**src/rtl/offset_trim_reg.sv**
```systemverilog
module offset_trim_reg #(
  parameter int MAG_W = 4
) (
  input  logic             clk,
  input  logic             rst_n,
  input  logic             ser_clk_i,
  input  logic             ser_dat_i,
  input  logic             ser_ld_i,
  input  logic             bnd_i,
  input  logic             ph_fb_i,
  input  logic             ph_zero_i,
  input  logic             nvm_vld_i,
  input  logic [MAG_W:0]   nvm_word_i,
  output logic             nvm_rd_o,
  output logic             trim_done_o,
  output logic [MAG_W-1:0] arr_pos_o,
  output logic [MAG_W-1:0] arr_neg_o,
  output logic             node_rst_o,
  output logic             arr_gnd_o
);
  localparam int W = MAG_W + 1;

  logic [W-1:0] shift_q, shadow_q;
  logic         sclk_q, sld_q, pend_q, done_q;
  logic         sclk_rise, sld_rise, commit;

  assign sclk_rise = ser_clk_i & ~sclk_q;
  assign sld_rise  = ser_ld_i & ~sld_q;
  assign commit    = done_q & bnd_i & (pend_q | sld_rise);

  always_ff @(posedge clk or negedge rst_n) begin
    if (!rst_n) begin
      sclk_q   <= 1'b0;
      sld_q    <= 1'b0;
      pend_q   <= 1'b0;
      done_q   <= 1'b0;
      shift_q  <= '0;
      shadow_q <= '0;
    end else begin
      sclk_q <= ser_clk_i;
      sld_q  <= ser_ld_i;
      if (sclk_rise)
        shift_q <= {shift_q[W-2:0], ser_dat_i};
      pend_q <= done_q & ~commit & (pend_q | sld_rise);
      if (!done_q && nvm_vld_i) begin
        shadow_q <= nvm_word_i;
        done_q   <= 1'b1;
      end else if (commit) begin
        shadow_q <= shift_q;
      end
    end
  end

  logic             sgn;
  logic [MAG_W-1:0] mag;
  assign sgn = shadow_q[W-1];
  assign mag = done_q ? shadow_q[MAG_W-1:0] : '0;

  assign arr_pos_o   = sgn ? '0 : mag;
  assign arr_neg_o   = sgn ? mag : '0;
  assign trim_done_o = done_q;
  assign nvm_rd_o    = ~done_q;
  assign node_rst_o  = ph_fb_i | ~done_q;
  assign arr_gnd_o   = ph_zero_i;
endmodule

```
**config.mk**
```make
export PLATFORM = sky130hd
export DESIGN_NAME = offset_trim_reg
export DESIGN_NICKNAME = d
export VERILOG_FILES = /design/src/rtl/offset_trim_reg.sv
export SDC_FILE = /design/constraint.sdc
export NUM_CORES = 1
export LEC_CHECK = 0
export CORE_UTILIZATION = 40
export DETAILED_ROUTE_END_ITERATION = 16
export PLACE_DENSITY = 0.76
export SYNTH_ARGS = -nofsm -noshare
export SYNTH_HDL_FRONTEND = slang
export SYNTH_SLANG_ARGS = --single-unit
export TNS_END_PERCENT = 1
```
**constraint.sdc**
```tcl
create_clock -name clk -period 1.4 [get_ports clk]
set_clock_uncertainty 0.1 [all_clocks]
set_input_delay 0.28 -clock clk [delete_from_list [all_inputs] [get_ports clk]]
set_output_delay 0.28 -clock clk [all_outputs]
set_load 0.02 [all_outputs]
```
==> flow_summary.toml, run 1 <==
[run_status]
status = "complete, but fails checks"
violations = "negative setup slack"

[placed_design]
post-dp-hpwl_um = 1090
placed_cell_area_um2 = 1000
dp.cells = 114
place_congestion = 0.733
dp_slack_ns = -0.396
io_buffer_count = 23

[route]
wirelength_um = 1460
dr_wl_met3_um = 70
firstDrtPassIters = 3
routed.top_layer = "met3"
drt-met1-wl_um = 654
drc = 0
dr_wl_met2_um = 732
vias = 573
drt_iter0_markers = 15
ant_nets = 0
drt-vias-per-instance = 4.86
route.detailed.wl_per_inst_um = 12.3

[grt]
grt_max_degree = 15
grt_overflow = 0
grt_pass1_wl_um = 2590
antenna_found_initial = 0
grt_pass1_vias = 603
track_usage_pct = 19.3

[pwr]
irDropWorstVdd_mv = 0.695
p_leak_nw = 0.474
power.total_w = 0.00122
powerDensity_nw_per_um2 = 1170

[clock_network]
clk_pin_slew_ns = 0.09
cts_htree_levels = 1
clk_latency_ns = 0.28
ctsLongestPathBuffers = 2
holdBufCountCts = 0
cts_root_buf = "clkbuf_4"
numCtsBuffers = 3
cts_sinks = 14
cts_tree = "done"
post_cts_buffers = 0

[worst_setup_path]
rr_endpoint = "shadow_q[4]"
path_max_fanout = 2
reg2reg_from = "trim_done_o"
worstPathRequired_ns = 1.02
crit_start = "trim_done_o"
reg2reg_depth = 5
r2r_slack_ns = -0.05
cp.arrival_ns = 1.16
cp-start-kind = "flop"
crit_type = "reg -> out"
endpoint_kind = "primary output"

[die]
dieArea_um2 = 1730
start_util_pct = 45.4
core-area_um2 = 1380
die_w_um = 41.6
io_pins = 26
die_h_um = 41.6
fp-row-count = 13

[synthesis]
post_synth_inst_count = 65
muxShareOfSynthArea_pct = 0
synth_fa_ha_area_share_pct = 0
synth-xor-area-share_pct = 0
yosys-top-cells-count = "dfrtp_1 (14), inv_1 (10), nand2_1 (10), nor3_1 (8)"
yosys_warnings = 0
synth_top_family_by_area = "simple AND/OR/NAND/NOR gates"
synth.avg_cell_area_um2 = 9.66
async_reset_ff_share_pct = 100
synth-compound-area-share_pct = 15.5
ys_seq_area_share_pct = 55.8
synth_most_common_cell = "dfrtp_1"
synth_area_um2 = 628
synth-seq-cells = 14
ys_types = 16
yosys.area_share.simple_pct = 20.3
synth_nets = 79
synthTopCellsByArea = "dfrtp_1 (56%), o221ai_1 (7.0%), nor3_1 (6.4%), inv_1 (6.0%), nand2_1 (6.0%)"
synth_top_area_cell = "dfrtp_1"
synth_edf_count = 0
ys.flop_type = "dfrtp_1"
synth_top_area_share_pct = 55.8

[layout]
regArea_um2 = 350
num_antenna_cells = 0
area_growth_pct = 64.7
fin_area_um2 = 1030
multi_input_area_um2 = 280
final.fill_count = 107
final_nets = 118
drive_above_1_share_pct = 40.8
fin_cells = 118

[timing]
fin_crit_sh_pct = 110
setup_viol = 16
fin_crit_ns = 1.54
final_hold_viol_count = 0
slew_headroom_pct = 66.3
slew_viol_final = 0
fmax_mhz = 648
rsz0062_at_grt = "yes"
fin_ws_ns = -0.143
tightest_slew_ns = 0.503

[job]
drv_cap = 0

[hold_path]
hold_class = "in -> async"
==> power by group <==
part / leakage, nW / switching, W / internal [W]
clock: 0.0210 / 0.000133 / 0.000158
sequential: 0.173 / 0.0000266 / 0.000467
combinational: 0.280 / 0.000219 / 0.000213
==> flip-flops by register name (all words and copies together), names as in the netlist <==
signal / count
shadow_q: 5
shift_q: 5
sld_q: 1
sclk_q: 1
trim_done_o: 1
pend_q: 1
==> critical path: stages, from the launching register on <==
cell and delay, ns:
dfrtp_1 0.42, buf_6 0.11, or2b_1 0.22, buf_6 0.13
==> placed cells by master (no fill, tap or decap) <==
master / instances
and2b_2: 1
buf_2: 1
buf_4: 21
buf_6: 2
clkbuf_4: 3
clkbuf_8: 1
clkdlybuf4s50_1: 12
dfrtp_1: 14
inv_1: 9
inv_2: 1
inv_4: 1
nand2_1: 10
nor2_1: 2
nor2b_1: 2
nor3_2: 7
nor3_4: 1
o211ai_1: 1
o21ai_0: 5
o221ai_1: 4
o221ai_2: 1
o311a_4: 1
or2_4: 1
or2b_1: 2
==> layout make-up <==
type	count	share of cell area [%]
inverters	11	4.23
clock buffers	4	3.51
flip-flops and latches	14	33.9
repair buffers	36	29.5
multi-input cells	38	27.1
well taps	15	1.81
==> cell families (layout without fill, tap and decap cells) <==
| family | Yosys count | in the layout |
|---|---|---|
| compound gates | 12 | 12 |
| buf+inv | 13 | 51 |
| simple gates | 26 | 26 |
| flops | 14 | 14 |
==> through the flow <==
stage,TNS [ns],hold WS [ns],utilization [%]
6_report,-1.24,0.197,74.8
5_1_grt,-2.22,0.228,74.8
4_1_cts,-1.18,0.200,74.1
3_5_place_dp,-4.02,0.373,72.6
2_1_floorplan,-0.787,-0.116,-
3_3_place_gp,-3.82,0.356,72.6
==> routing by layer <==
| metal | track usage, % | vias up |
|---|---|---|
| met5 | 0 | - |
| met4 | 5.81 | 0 |
| met3 | 2.61 | 0 |
| met2 | 33.1 | 19 |
| met1 | 25.2 | 256 |
| li1 | - | 298 |
==> how the worst max path moves through the flow <==
stage / endpoint / slack, ns / cells after the start
3_5_place_dp: node_rst_o / -0.40 / 3
5_1_grt: arr_neg_o[2] / -0.21 / 3
2_1_floorplan: arr_neg_o[0] / -0.06 / 2
4_1_cts: node_rst_o / -0.15 / 3
3_3_place_gp: node_rst_o / -0.39 / 3
6_report: node_rst_o / -0.14 / 3
==> timing repair <==
| item | 4_1_cts | 5_1_grt |
|---|---|---|
| hold endpoints to repair | 0 | 0 |
| pin swaps | 8 | 0 |
| resized for setup | 59 | 2 |
| endpoints found under the setup margin | 16 | 16 |
(Power assumes the default switching activity.)
==> inputs of run 2 (changes only) <==
CELL_PAD_IN_SITES_DETAIL_PLACEMENT = 2   (was default)
CELL_PAD_IN_SITES_GLOBAL_PLACEMENT = 2   (was default)
CORE_ASPECT_RATIO = 2   (was default)
CORE_UTILIZATION = 23   (was 40)
CTS_BUF_LIST = sky130_fd_sc_hd__clkbuf_4 sky130_fd_sc_hd__clkbuf_8 sky130_fd_sc_hd__clkbuf_16   (was default)
PLACE_DENSITY = default   (was 0.76)
PLACE_DENSITY_LB_ADDON = 0.1   (was default)
==> run 2 against run 1 <==
  * The run still ends with negative setup slack left
  * Non-clock buffer count decreased by 4
  * Final cell count increased by 6.8%
  * Combinational power decreased by 7.2%
  * Die area increased by 71%
  * Core utilization decreased by 35 points
  * Power increased by 0.79%
  * Critical endpoint unchanged
  * Highest routed layer is now met4
==> flow_summary.toml, run 2 (synthesis results as in run 1) <==
[die]
io_pins = 26
start_util_pct = 24.4
dieArea_um2 = 2960
fp-row-count = 26
core-area_um2 = 2570
die_w_um = 39.0
die_h_um = 75.9

[run_status]
violations = "negative setup slack"
status = "complete, but fails checks"

[worst_setup_path]
crit_type = "reg -> out"
path_max_fanout = 5
cp-endpoint = "node_rst_o"
worstPathRequired_ns = 1.02
crit_start = "trim_done_o"
r2r_slack_ns = -0.07
reg2reg_from = "trim_done_o"
cp.arrival_ns = 1.15
reg2reg_depth = 5
endpoint_kind = "primary output"
cp-start-kind = "flop"
rr_endpoint = "shadow_q[4]"

[route]
firstDrtPassIters = 2
vias = 610
drc = 0
route.detailed.wl_per_inst_um = 14.8
drt-vias-per-instance = 4.84
drt_iter0_markers = 7
ant_nets = 0
wirelength_um = 1870

[timing]
fin_crit_sh_pct = 109
fin_crit_ns = 1.53
setup_viol = 15
tightest_slew_ns = 0.449
fin_ws_ns = -0.129
slew_viol_final = 0
whs_ns = 0.256
rsz0062_at_grt = "yes"
final_hold_viol_count = 0
slew_headroom_pct = 69.9
fmax_mhz = 654

[clock_network]
clk_pin_slew_ns = 0.06
cts_htree_levels = 1
ctsLongestPathBuffers = 2
numCtsBuffers = 3
cts_root_buf = "clkbuf_8"
clk_latency_ns = 0.24
cts_tree = "done"
cts_sinks = 14

[pwr]
p_switching_w = 0.000377
pwr-share-seq_pct = 40.6
p_comb_share_pct = 32.7
powerDensity_nw_per_um2 = 1200
power.total_w = 0.00123
irDropWorstVdd_mv = 0.485
internal-power_w = 0.000849
swShare_pct = 30.7
p_leak_nw = 0.459
pwr-share-clk_pct = 26.8

[grt]
grt_overflow = 0
grt_max_degree = 15
grt_pass1_vias = 717
track_usage_pct = 14.8
antenna_found_initial = 0
grt_pass1_wl_um = 3050

[layout]
final_common_cell = "buf_4"
reg.largest.list = "shadow_q x5, shift_q x5"
final_nets = 114
final.fill_count = 303
num_antenna_cells = 0
drive_above_1_share_pct = 36.7
area_growth_pct = 62.0
multi_input_area_um2 = 268
regArea_um2 = 350
layout_common_cells = "buf_4 (17), dfrtp_1 (14), clkdlybuf4s50_1 (12)"

[job]
drv_cap = 0

[placed_design]
place_congestion = 0.684
io_buffer_count = 23
post-dp-hpwl_um = 1480

[hold_path]
hold_class = "in -> async"
run 2: final cells by class:
cell class | instances | area share [%]
multi-input combinational | 38 | 26.3
timing repair buffer | 32 | 27.4
sequential | 14 | 34.4
tap | 28 | 3.44
inverter | 11 | 4.31
clock buffer | 3 | 4.06
run 2: power groups by stage:
stage	registers, W	clock network [W]	logic [W]
after floorplan	0.000501	0	0.000197
after global placement	0.000500	0	0.000408
after detailed placement	0.000503	0	0.000419
after CTS	0.000498	0.000340	0.000410
after global routing	0.000506	0.000352	0.000435
final	0.000497	0.000328	0.000400
run 2: routing by layer:
metal / vias up / wire length, um / global-route usage [%]
li1: 283 / - / -
met1: 304 / 661 / 14.1
met2: 19 / 1100 / 26.5
met3: 4 / 66 / 1.75
met4: 0 / 44 / 9.31
met5: - / 0 / 0
run 2: worst min path at each step:
stage	endpoint	slack (ns)	cells after the start	from
finish	pend_q	0.26	2	rst_n
global route	shadow_q[0]	0.28	2	rst_n
CTS	shadow_q[3]	0.26	2	rst_n
detailed placement	shift_q[4]	0.40	2	shift_q[3]
global placement	shift_q[4]	0.36	2	shift_q[3]
floorplan	pend_q	-0.12	0	rst_n
run 2: worst max-delay path, stage by stage, from the launching register on:
cell	delay, ns
dfrtp_1	0.41
buf_6	0.13
or2b_1	0.23
buf_6	0.13
run 2: through the flow:
step                setup WS [ns]  cell area, um2  cells  setup TNS [ns]  utilization (%)
floorplan                 -0.0624             668     65          -0.787                -
global placement           -0.398             982    122           -4.27             38.2
detailed placement         -0.398             982    122           -4.45             38.2
CTS                        -0.125            1010    126           -1.03             39.5
global route               -0.151            1020    126           -1.72             39.6
finish                     -0.129            1020    126          -0.946             39.6
run 2: repair_timing:
action | CTS | global route
endpoints found under the setup margin | 16 | 16
pin swaps | 6 | 0
gates resized for setup | 55 | 1
buffers inserted | 1 | 0
hold buffers | 0 | 0
